===== src/rtl/dac_tx_pkg.sv =====
package dac_tx_pkg;
  localparam int unsigned SAMPLE_W  = 16;
  localparam int unsigned EXTRA_SLOTS = 2;

  typedef enum logic [1:0] {
    PH_DATA  = 2'd0,
    PH_LATCH = 2'd1,
    PH_REST  = 2'd2
  } frame_phase_e;
endpackage


===== src/rtl/dac_bitclk_div.sv =====
module dac_bitclk_div #(
  parameter int unsigned DIV_W = 12
) (
  input  logic             clk,
  input  logic             rst_n,
  input  logic             en,
  input  logic [DIV_W-1:0] div_cfg,
  output logic             rise_evt,
  output logic             fall_evt
);
  logic [DIV_W-1:0] per;
  logic [DIV_W-1:0] per_m1;
  logic [DIV_W-1:0] half_m1;
  logic [DIV_W-1:0] cnt_q;
  logic [DIV_W-1:0] cnt_d;

  // effective period: odd or below two falls back to two
  always_comb begin
    if (div_cfg[0] || (div_cfg < DIV_W'(2))) per = DIV_W'(2);
    else                                     per = div_cfg;
    per_m1  = per - DIV_W'(1);
    half_m1 = (per >> 1) - DIV_W'(1);
  end

  always_comb begin
    cnt_d = cnt_q;
    if (!en)                  cnt_d = '0;
    else if (cnt_q >= per_m1) cnt_d = '0;
    else                      cnt_d = cnt_q + DIV_W'(1);
  end

  always_ff @(posedge clk or negedge rst_n) begin
    if (!rst_n) cnt_q <= '0;
    else        cnt_q <= cnt_d;
  end

  assign rise_evt = en && (cnt_q == half_m1);
  assign fall_evt = en && (cnt_q >= per_m1);

  // a bit period is never shorter than two system cycles
  p_fall_spacing_r5: assert property (@(posedge clk) disable iff (!rst_n)
    fall_evt |=> !fall_evt);
endmodule


===== src/rtl/dac_sample_buf.sv =====
module dac_sample_buf #(
  parameter int unsigned WORD_W = 16
) (
  input  logic              clk,
  input  logic              rst_n,
  input  logic              en,
  input  logic              s_valid,
  output logic              s_ready,
  input  logic [WORD_W-1:0] s_left,
  input  logic [WORD_W-1:0] s_right,
  input  logic              take,
  output logic [WORD_W-1:0] cur_left,
  output logic [WORD_W-1:0] cur_right
);
  logic              pend_full_q, pend_full_d;
  logic [WORD_W-1:0] pend_l_q, pend_r_q;
  logic [WORD_W-1:0] last_l_q, last_r_q;
  logic              hs;
  logic              pend_we;

  assign s_ready = en && !pend_full_q;
  assign hs      = s_valid && s_ready;
  assign pend_we = hs && !take;

  // word handed to the serializer at a frame start
  always_comb begin
    if (pend_full_q) begin
      cur_left  = pend_l_q;
      cur_right = pend_r_q;
    end else if (hs) begin
      cur_left  = s_left;
      cur_right = s_right;
    end else begin
      cur_left  = last_l_q;
      cur_right = last_r_q;
    end
  end

  always_comb begin
    pend_full_d = pend_full_q;
    if (!en)         pend_full_d = 1'b0;
    else if (take)   pend_full_d = 1'b0;
    else if (hs)     pend_full_d = 1'b1;
  end

  always_ff @(posedge clk or negedge rst_n) begin
    if (!rst_n) pend_full_q <= 1'b0;
    else        pend_full_q <= pend_full_d;
  end

  always_ff @(posedge clk or negedge rst_n) begin
    if (!rst_n) begin
      pend_l_q <= '0;
      pend_r_q <= '0;
    end else if (pend_we) begin
      pend_l_q <= s_left;
      pend_r_q <= s_right;
    end
  end

  always_ff @(posedge clk or negedge rst_n) begin
    if (!rst_n) begin
      last_l_q <= '0;
      last_r_q <= '0;
    end else if (take) begin
      last_l_q <= cur_left;
      last_r_q <= cur_right;
    end
  end

  // a frame start empties a full buffer
  p_take_drains_r7: assert property (@(posedge clk) disable iff (!rst_n)
    (take && pend_full_q) |=> !pend_full_q);
  // a pair loaded straight into a frame is not also buffered
  p_bypass_once_r10: assert property (@(posedge clk) disable iff (!rst_n)
    (take && hs) |=> !pend_full_q);
endmodule


===== src/rtl/dac_frame_ser.sv =====
module dac_frame_ser
  import dac_tx_pkg::*;
#(
  parameter int unsigned WORD_W = 16
) (
  input  logic              clk,
  input  logic              rst_n,
  input  logic              en,
  input  logic              rise_evt,
  input  logic              fall_evt,
  input  logic [WORD_W-1:0] cur_left,
  input  logic [WORD_W-1:0] cur_right,
  output logic              take,
  output logic              bit_clk,
  output logic              ser_left,
  output logic              ser_right,
  output logic              latch
);
  localparam int unsigned FRAME      = WORD_W + EXTRA_SLOTS;
  localparam int unsigned SLOT_W     = $clog2(FRAME);
  localparam int unsigned LAST_BIT   = WORD_W - 1;
  localparam int unsigned LATCH_SLOT = WORD_W;
  localparam int unsigned REST_SLOT  = WORD_W + 1;

  logic [SLOT_W-1:0] slot_q, slot_d;
  logic [WORD_W-1:0] sh_l_q, sh_l_d, sh_r_q, sh_r_d;
  logic              bclk_q, bclk_d;
  logic              latch_q, latch_d;
  frame_phase_e      phase;

  always_comb begin
    if (slot_q < SLOT_W'(WORD_W))          phase = PH_DATA;
    else if (slot_q == SLOT_W'(LATCH_SLOT)) phase = PH_LATCH;
    else                                    phase = PH_REST;
  end

  assign take = fall_evt && (phase == PH_REST);

  always_comb begin
    slot_d  = slot_q;
    sh_l_d  = sh_l_q;
    sh_r_d  = sh_r_q;
    bclk_d  = bclk_q;
    latch_d = latch_q;
    if (!en) begin
      slot_d  = SLOT_W'(REST_SLOT);
      sh_l_d  = '0;
      sh_r_d  = '0;
      bclk_d  = 1'b0;
      latch_d = 1'b0;
    end else begin
      if (rise_evt && (phase == PH_DATA)) bclk_d = 1'b1;
      if (fall_evt) begin
        bclk_d  = 1'b0;
        latch_d = (slot_q == SLOT_W'(LAST_BIT));
        if (take) begin
          slot_d = '0;
          sh_l_d = cur_left;
          sh_r_d = cur_right;
        end else begin
          slot_d = slot_q + SLOT_W'(1);
          sh_l_d = {sh_l_q[WORD_W-2:0], 1'b0};
          sh_r_d = {sh_r_q[WORD_W-2:0], 1'b0};
        end
      end
    end
  end

  always_ff @(posedge clk or negedge rst_n) begin
    if (!rst_n) begin
      slot_q  <= SLOT_W'(REST_SLOT);
      sh_l_q  <= '0;
      sh_r_q  <= '0;
      bclk_q  <= 1'b0;
      latch_q <= 1'b0;
    end else begin
      slot_q  <= slot_d;
      sh_l_q  <= sh_l_d;
      sh_r_q  <= sh_r_d;
      bclk_q  <= bclk_d;
      latch_q <= latch_d;
    end
  end

  assign bit_clk   = bclk_q;
  assign ser_left  = sh_l_q[WORD_W-1];
  assign ser_right = sh_r_q[WORD_W-1];
  assign latch     = latch_q;

  // data does not move on the edge where the converter samples
  p_data_stable_r1: assert property (@(posedge clk) disable iff (!rst_n)
    $rose(bclk_q) |-> ($stable(sh_l_q[WORD_W-1]) && $stable(sh_r_q[WORD_W-1])));
  // strobe interval is clock-quiet with low data
  p_latch_quiet_r4: assert property (@(posedge clk) disable iff (!rst_n)
    latch_q |-> (!bclk_q && !sh_l_q[WORD_W-1] && !sh_r_q[WORD_W-1]));
  // strobe never a single-cycle glitch
  p_latch_hold_r4: assert property (@(posedge clk) disable iff (!rst_n)
    $rose(latch_q) |=> latch_q);
  // idle outputs low once disabled
  p_idle_low_r9: assert property (@(posedge clk) disable iff (!rst_n)
    !en |=> (!bclk_q && !latch_q && !sh_l_q[WORD_W-1] && !sh_r_q[WORD_W-1]));
endmodule


===== src/rtl/dual_dac_tx.sv =====
module dual_dac_tx
  import dac_tx_pkg::*;
#(
  parameter int unsigned WORD_W = SAMPLE_W,
  parameter int unsigned DIV_W  = 12
) (
  input  logic              clk,
  input  logic              rst_n,
  input  logic              en,
  input  logic [DIV_W-1:0]  div_cfg,
  input  logic              s_valid,
  output logic              s_ready,
  input  logic [WORD_W-1:0] s_left,
  input  logic [WORD_W-1:0] s_right,
  output logic              bit_clk,
  output logic              ser_left,
  output logic              ser_right,
  output logic              lat_left,
  output logic              lat_right
);
  logic              rise_evt, fall_evt, take, latch;
  logic [WORD_W-1:0] cur_left, cur_right;

  dac_bitclk_div #(.DIV_W(DIV_W)) u_div (
    .clk      (clk),
    .rst_n    (rst_n),
    .en       (en),
    .div_cfg  (div_cfg),
    .rise_evt (rise_evt),
    .fall_evt (fall_evt)
  );

  dac_sample_buf #(.WORD_W(WORD_W)) u_buf (
    .clk       (clk),
    .rst_n     (rst_n),
    .en        (en),
    .s_valid   (s_valid),
    .s_ready   (s_ready),
    .s_left    (s_left),
    .s_right   (s_right),
    .take      (take),
    .cur_left  (cur_left),
    .cur_right (cur_right)
  );

  dac_frame_ser #(.WORD_W(WORD_W)) u_ser (
    .clk       (clk),
    .rst_n     (rst_n),
    .en        (en),
    .rise_evt  (rise_evt),
    .fall_evt  (fall_evt),
    .cur_left  (cur_left),
    .cur_right (cur_right),
    .take      (take),
    .bit_clk   (bit_clk),
    .ser_left  (ser_left),
    .ser_right (ser_right),
    .latch     (latch)
  );

  assign lat_left  = latch;
  assign lat_right = latch;
endmodule


===== config.mk =====
export PLATFORM = sky130hd
export DESIGN_NAME = dual_dac_tx
export DESIGN_NICKNAME = d
export VERILOG_FILES = /design/src/rtl/dac_tx_pkg.sv /design/src/rtl/dac_bitclk_div.sv /design/src/rtl/dac_sample_buf.sv /design/src/rtl/dac_frame_ser.sv /design/src/rtl/dual_dac_tx.sv
export SDC_FILE = /design/constraint.sdc
export NUM_CORES = 1
export LEC_CHECK = 0
export BUFFER_PORTS_ARGS = -buffer_cell sky130_fd_sc_hd__buf_2
export CAP_MARGIN = 20
export CORE_ASPECT_RATIO = 0.7
export CORE_MARGIN = 3
export CORE_UTILIZATION = 30
export DETAILED_ROUTE_END_ITERATION = 8
export GPL_TIMING_DRIVEN = 1
export PLACE_DENSITY_LB_ADDON = 0.1
export SYNTH_ARGS = -nofsm -noshare
export SYNTH_HDL_FRONTEND = slang
export SYNTH_HIERARCHICAL = 1
export SYNTH_SLANG_ARGS = --single-unit
export TNS_END_PERCENT = 10

===== constraint.sdc =====
create_clock -name clk -period 8.08 [get_ports clk]
set_input_delay 0.404 -clock clk [delete_from_list [all_inputs] [get_ports clk]]
set_output_delay 0.404 -clock clk [all_outputs]
set_load 0.01 [all_outputs]

# ---- Word-level counts from Yosys, hierarchy flattened
# Cells that the tools add are included.
dict set report op_classes {
  n_addsub 4
  eq_ne 7
  n_lt_le_gt_ge 3
  n_reduce_logical 11
  n_mux 26
}
# op n
set ops {}
lappend ops {{$mux W16} 10}
lappend ops {{$mux W12} 3}
lappend ops {{$mux W5} 3}
lappend ops {{$add A12 B1 Y12 const B} 1}
lappend ops {{$eq A12 B12 Y1} 1}
lappend ops {{$ge A12 B12 Y1} 1}
lappend ops {{$lt A12 B2 Y1 const B} 1}
lappend ops {{$sub A11 B1 Y12 const B} 1}
lappend ops {{$sub A12 B1 Y12 const B} 1}
lappend ops {{$mux W1} 8}
lappend ops {{$logic_and A1 B1 Y1} 7}
lappend ops {{$ne A3 B1 Y1 const B} 2}
lappend ops {{$add A5 B1 Y5 const B} 1}
lappend ops {{$eq A5 B4 Y1 const B} 1}
lappend ops {{$eq A5 B5 Y1 const B} 1}
lappend ops {{$lt A5 B5 Y1 const B} 1}
lappend ops {{$mux W2} 2}
lappend ops {{$eq A2 B2 Y1 const B} 1}
lappend ops {{$logic_not A1 Y1} 2}
lappend ops {{$logic_not A2 Y1} 1}
lappend ops {{$ne A2 B1 Y1 const B} 1}
lappend ops {{$logic_or A1 B1 Y1} 1}
dict set report word_totals {
  output_inout_bits 6
  regBits 116
  in_bits 48
}

# ---- Depth between registers and ports, before layout
dict set report depth {
  depth_word 10
  depth_mapped 26
  depth_no_buf 20
}

# ---- Hierarchy
# The synthesis kept the hierarchy.
# module n_inst cells_each area_per_inst_um2 seq_area_each_um2
set modules_own_cells {}
lappend modules_own_cells {dac_sample_buf 1 329 3503.4 1626.6}
lappend modules_own_cells {dac_frame_ser 1 221 1984.4 978.4}
lappend modules_own_cells {dac_bitclk_div 1 232 1735.4 300.3}
lappend modules_own_cells {dual_dac_tx 1 1 7.5 0.0}

# ---- Worst setup path before layout
# OpenSTA, ideal clock, no wires.
dict set report synth_timing {
  path_kind {input to register}
  from {input port div_cfg[4]}
  to {register u_buf.pend_l_q[0]}
  arrival_ps 5308
  setup_time_ps 125
  cell_stages 26
  path_slack_ps 2647
  cell_sequence {clkbuf_1 -> nor4_1 -> a41o_2 -> nor2_1 -> ha_1 -> clkbuf_1 -> clkbuf_1 -> buf_1 -> o21ai_0 -> o21ai_0 -> nand2_1 -> ha_1 -> a211oi_1 -> nand2_1 -> or4_1 -> a21oi_1 -> o21ai_0 -> and2_1 -> clkbuf_1 -> nand3_1 -> inv_1 -> buf_4 -> and4bb_1 -> buf_6 -> buf_12 -> mux2_4}
}
dict set report synth_via {
  elab_chain_len 9
}
# element line_no
set synth_lines {}
lappend synth_lines {{start, declared} dual_dac_tx.sv:10} ;# input logic [DIV_W-1:0] div_cfg,
lappend synth_lines {{$lt A12 B2 Y1} dac_bitclk_div.sv:19} ;# if (div_cfg[0] || (div_cfg < DIV_W'(2))) per = DIV_W'(2);
lappend synth_lines {{$logic_or A1 B1 Y1} dac_bitclk_div.sv:19}
lappend synth_lines {{$mux W12 *} dac_bitclk_div.sv:19}
lappend synth_lines {{$sub A12 B1 Y12 *} dac_bitclk_div.sv:21} ;# per_m1 = per - DIV_W'(1);
lappend synth_lines {{$ge A12 B12 Y1 *} dac_bitclk_div.sv:38} ;# assign fall_evt = en && (cnt_q >= per_m1);
lappend synth_lines {{$logic_and A1 B1 Y1 *} dac_bitclk_div.sv:38}
lappend synth_lines {{net fall_evt} dual_dac_tx.sv:21} ;# logic rise_evt, fall_evt, take, latch;
lappend synth_lines {{$logic_and A1 B1 Y1 *} dac_frame_ser.sv:37} ;# assign take = fall_evt && (phase == PH_REST);
lappend synth_lines {{net take} dual_dac_tx.sv:21}
lappend synth_lines {{$logic_not A1 Y1 *} dac_sample_buf.sv:23} ;# assign pend_we = hs && !take;
lappend synth_lines {{$logic_and A1 B1 Y1 *} dac_sample_buf.sv:23}
lappend synth_lines {{end signal, assigned} dac_sample_buf.sv:56} ;# pend_l_q <= s_left;
lappend synth_lines {{end, declared} dac_sample_buf.sv:16} ;# logic [WORD_W-1:0] pend_l_q, pend_r_q;
# Mark *: on every way through the listed nets, which the timed path passes. The rest lies on a longest branch.
# A chain may end at the register's enable or synchronous reset.

# ---- Final worst setup path
dict set report layout_timing {
  from {input port div_cfg[3]}
  to {register u_buf.pend_r_q[9]}
}
dict set report layout_via {
  elab_chain_len 9
}
# element line_no
set layout_lines {}
lappend layout_lines {{$lt A12 B2 Y1} dac_bitclk_div.sv:19}
lappend layout_lines {{$logic_or A1 B1 Y1} dac_bitclk_div.sv:19}
lappend layout_lines {{$mux W12 *} dac_bitclk_div.sv:19}
lappend layout_lines {{$sub A12 B1 Y12 *} dac_bitclk_div.sv:21}
lappend layout_lines {{$ge A12 B12 Y1 *} dac_bitclk_div.sv:38}
lappend layout_lines {{$logic_and A1 B1 Y1 *} dac_bitclk_div.sv:38}
lappend layout_lines {{net fall_evt} dual_dac_tx.sv:21}
lappend layout_lines {{$logic_and A1 B1 Y1 *} dac_frame_ser.sv:37}
lappend layout_lines {{net take} dual_dac_tx.sv:21}
lappend layout_lines {{$logic_not A1 Y1 *} dac_sample_buf.sv:23}
lappend layout_lines {{$logic_and A1 B1 Y1 *} dac_sample_buf.sv:23}
lappend layout_lines {{end signal, assigned} dac_sample_buf.sv:57} ;# pend_r_q <= s_right;
lappend layout_lines {{end, declared} dac_sample_buf.sv:16}
# Marked as above.

==> results.ini <==
[detailed_routing]
avgViaCountPerCell=5.53
ant_nets=0
drc=0
drtIter0Drc=582
wl_per_cell_um=19.7
vias=6190
wirelength_um=22000
dr.pass1.iters=5

[power]
p_clk_share_pct=42.7
p_seq_share_pct=42.6
power_density_mw_per_mm2=190
power_frac_comb_pct=14.7
internal-power_w=0.00114
netSwitchingPower_w=0.000417
swShare_pct=26.8
p_leak_nw=3.62
ir_drop_uv=145

[cts]
clk_pin_slew_ns=0.05
clock_path_buffers=2
cts_tree=yes
clock_sinks=116
root_buffer=clkbuf_16
htree_levels=4
cts_hold_buffers=0
cts_made_buffers=17
cts_resized=0
clk_latency_ns=0.41
cts_setup_buffers=0

[logic_synthesis]
syn-cell-area_sq_mm=0.00723
synth_seq_cells=116
asyncSetResetFlopFracSynth_pct=100
synthCells=783
synth_cell_type_count=63
synth-main-ff-cell=dfrtp_1
synth_edf_count=0
seq_area_frac_synth_pct=40.2
avgSynthCellArea_sq_um=9.23
synth-warning-count=6

[die]
die_x_um=192
start_util_pct=31.3
coreArea_sq_mm=0.0231
die_h_um=136
num_rows=46
dieArea_sq_mm=0.0260
io_pins=54

[finish]
fin_util_pct=35.4
finalNonFillerCells=1120
postLayoutCellArea_sq_mm=0.00819
nets=864
antenna_cells=0
drive_above_1_share_pct=17.6
area_delta_synth_final_pct=13.3
fillers=2391

[sta]
clock.fmax_mhz=167
worst_pin_slew_ns=0.962
setup_viol=0
rsz0062_at_grt=false
hold_viol=0
fin_skew_ns=0.00803
finalCritPeriodShare_pct=73.9
slew_headroom_pct=35.6
setup_tns_ns=0
drv_slew=0
min_period_ns=5.97

[worst_setup_path]
crit_path_start_kind=input port
reg2reg_slack_ns=4.06
r2r-start=u_div/cnt_q[7]
r2r_end=u_buf/pend_r_q[9]
critPathMaxFanout=43
endpoint_kind=flop
crit_arrival_ns=6.27
worstSetupPathType=in -> reg
worst_ep_required_time_ns=8.38
worstRegToRegCells=13

[global_routing]
grt_pass1_vias=5988
grt_max_degree=69
antenna_found_initial=0
overflow=0
grt_pass1_wl_um=34800
grt_use_total_pct=17.2

[job]
cap_violations=0

[place]
dp_cells=1088
port_buffers=53
dpl.hpwl_um=14100
place_area_sq_mm=0.00762
gp_congestion=0.880

[run_status]
status=finished clean

[hold_path]
min-delay-path-class=in -> async

[routing by layer]
layer	wire length [um]	vias up	GRT usage, %	part of all wire, %
met5	0	-	0	0
met4	157	0	4.68	0.71
met3	1070	12	3.25	4.9
met2	8990	167	23.2	41
met1	11800	3089	27.3	54
li1	-	2922	-	-
[flip-flops by register name, indices dropped and copies added (netlist names)]
register	cells
u_ser/latch	1
u_ser/sh_l_q	16
u_ser/bit_clk	1
u_buf/pend_l_q	16
u_buf/last_l_q	16
u_buf/pend_r_q	16
u_buf/pend_full_q	1
u_buf/last_r_q	16
u_div/cnt_q	12
u_ser/sh_r_q	16
u_ser/slot_q	5
[placed cells by master, fill, tap and decap left out, types with 3 or more instances in the layout]
| cell | n |
|---|---|
| a21oi_1 | 76 |
| a31oi_1 | 31 |
| and2_1 | 3 |
| and3_1 | 7 |
| buf_2 | 52 |
| buf_4 | 12 |
| clkbuf_1 | 4 |
| clkbuf_16 | 17 |
| clkbuf_8 | 3 |
| clkinv_2 | 6 |
| dfrtp_1 | 113 |
| ha_1 | 19 |
| inv_1 | 11 |
| mux2_4 | 30 |
| mux2i_1 | 36 |
| nand2_1 | 59 |
| nand2b_1 | 6 |
| nand3_1 | 13 |
| nand4_1 | 6 |
| nor2_1 | 26 |
| nor2b_1 | 7 |
| nor3_1 | 7 |
| nor3b_1 | 4 |
| nor4_1 | 4 |
| o211ai_1 | 4 |
| o21a_1 | 6 |
| o21ai_0 | 70 |
| o21ai_1 | 36 |
| o22ai_1 | 64 |
| or3b_2 | 4 |
| xnor2_1 | 14 |
| xor2_1 | 12 |
[layout make-up]
class                      count  area [sq um]  area share [%]
clock inverter                 6          30.0           0.367
multi-input combinational    583          3890            47.6
sequential                   116          2910            35.5
timing repair buffer          68           445            5.44
inverter                      11          41.3           0.504
clock buffer                  24           482            5.88
tap                          312           390            4.77
[cell families after synthesis]
logic type / share of synthesized area, %
other: 0.0519
DFF: 40.2
buffers and inverters: 6.04
and+or+nand+nor: 11.4
adders and majority gates: 3.29
xor gates and xnor gates: 3.15
AOI/OAI and AO/OA: 24.2
muxes: 11.7
[cells in the mapped netlist (3+ instances only)]
master / count / area [sq um]
dfrtp_1: 114 / 2850
nor3_1: 7 / 35.0
o22ai_1: 64 / 400
o21ai_0: 70 / 350
mux2i_1: 36 / 360
a21oi_1: 76 / 380
nor3b_1: 4 / 30.0
xor2_1: 12 / 105
clkbuf_1: 47 / 176
nor4_1: 4 / 25.0
o211ai_1: 4 / 30.0
or3b_2: 4 / 35.0
nor2_1: 26 / 97.6
nand2_1: 60 / 225
nand4_1: 6 / 37.5
buf_6: 6 / 67.6
buf_2: 13 / 65.1
nand2b_1: 6 / 37.5
o21ai_1: 36 / 180
mux2_4: 30 / 450
buf_12: 3 / 60.1
and3_1: 7 / 43.8
nand3_1: 13 / 65.1
inv_1: 11 / 41.3
xnor2_1: 14 / 123
and2_1: 3 / 18.8
buf_1: 3 / 11.3
nor2b_1: 7 / 43.8
o21a_1: 6 / 45.0
a31oi_1: 31 / 194
ha_1: 19 / 238
[per-stage QoR]
step / hold WS [ns] / worst slack (ns) / total power [W]
floorplan: 0.108 / 2.65 / 0.000819
global placement: 0.477 / 1.87 / 0.000892
detailed placement: 0.480 / 1.76 / 0.000898
CTS: 0.0289 / 2.20 / 0.00157
global route: 0.0582 / 1.63 / 0.00163
finish: 0.00800 / 2.11 / 0.00156
[critical path: stages]
cell,delay [ns]
buf_2,0.27
nor4_1,0.18
a41o_2,0.29
nor2_1,0.26
ha_1,0.81
nand3_1,0.30
o21ai_0,0.24
o21ai_0,0.11
nand2_1,0.08
ha_1,0.23
a211oi_1,0.23
nand2_1,0.10
or4_1,0.40
a21oi_1,0.16
o21ai_0,0.10
and2_1,0.16
buf_4,0.26
nand3_1,0.18
inv_1,0.09
and4bb_2,0.78
buf_12,0.28
mux2_4,0.32
[worst max-delay path by stage]
| stage | from | to | slack (ns) | depth (start not counted) |
|---|---|---|---|---|
| final | div_cfg[3] | u_buf/pend_r_q[9] | 2.11 | 22 |
| after global routing | div_cfg[5] | u_buf/last_r_q[0] | 1.63 | 23 |
| after CTS | div_cfg[5] | u_buf/pend_r_q[9] | 2.20 | 22 |
| after detailed placement | div_cfg[5] | u_buf/pend_r_q[5] | 1.76 | 22 |
| after global placement | div_cfg[5] | u_buf/pend_r_q[6] | 1.87 | 22 |
| after floorplan | div_cfg[4] | u_buf/pend_l_q[0] | 2.65 | 26 |
[power groups by stage]
stage	registers (W)	logic [W]	clock network, W
floorplan	0.000655	0.000164	0
global placement	0.000668	0.000224	0
detailed placement	0.000670	0.000228	0
CTS	0.000661	0.000228	0.000685
global route	0.000667	0.000252	0.000709
finish	0.000662	0.000229	0.000664
(Power assumes the default switching activity.)
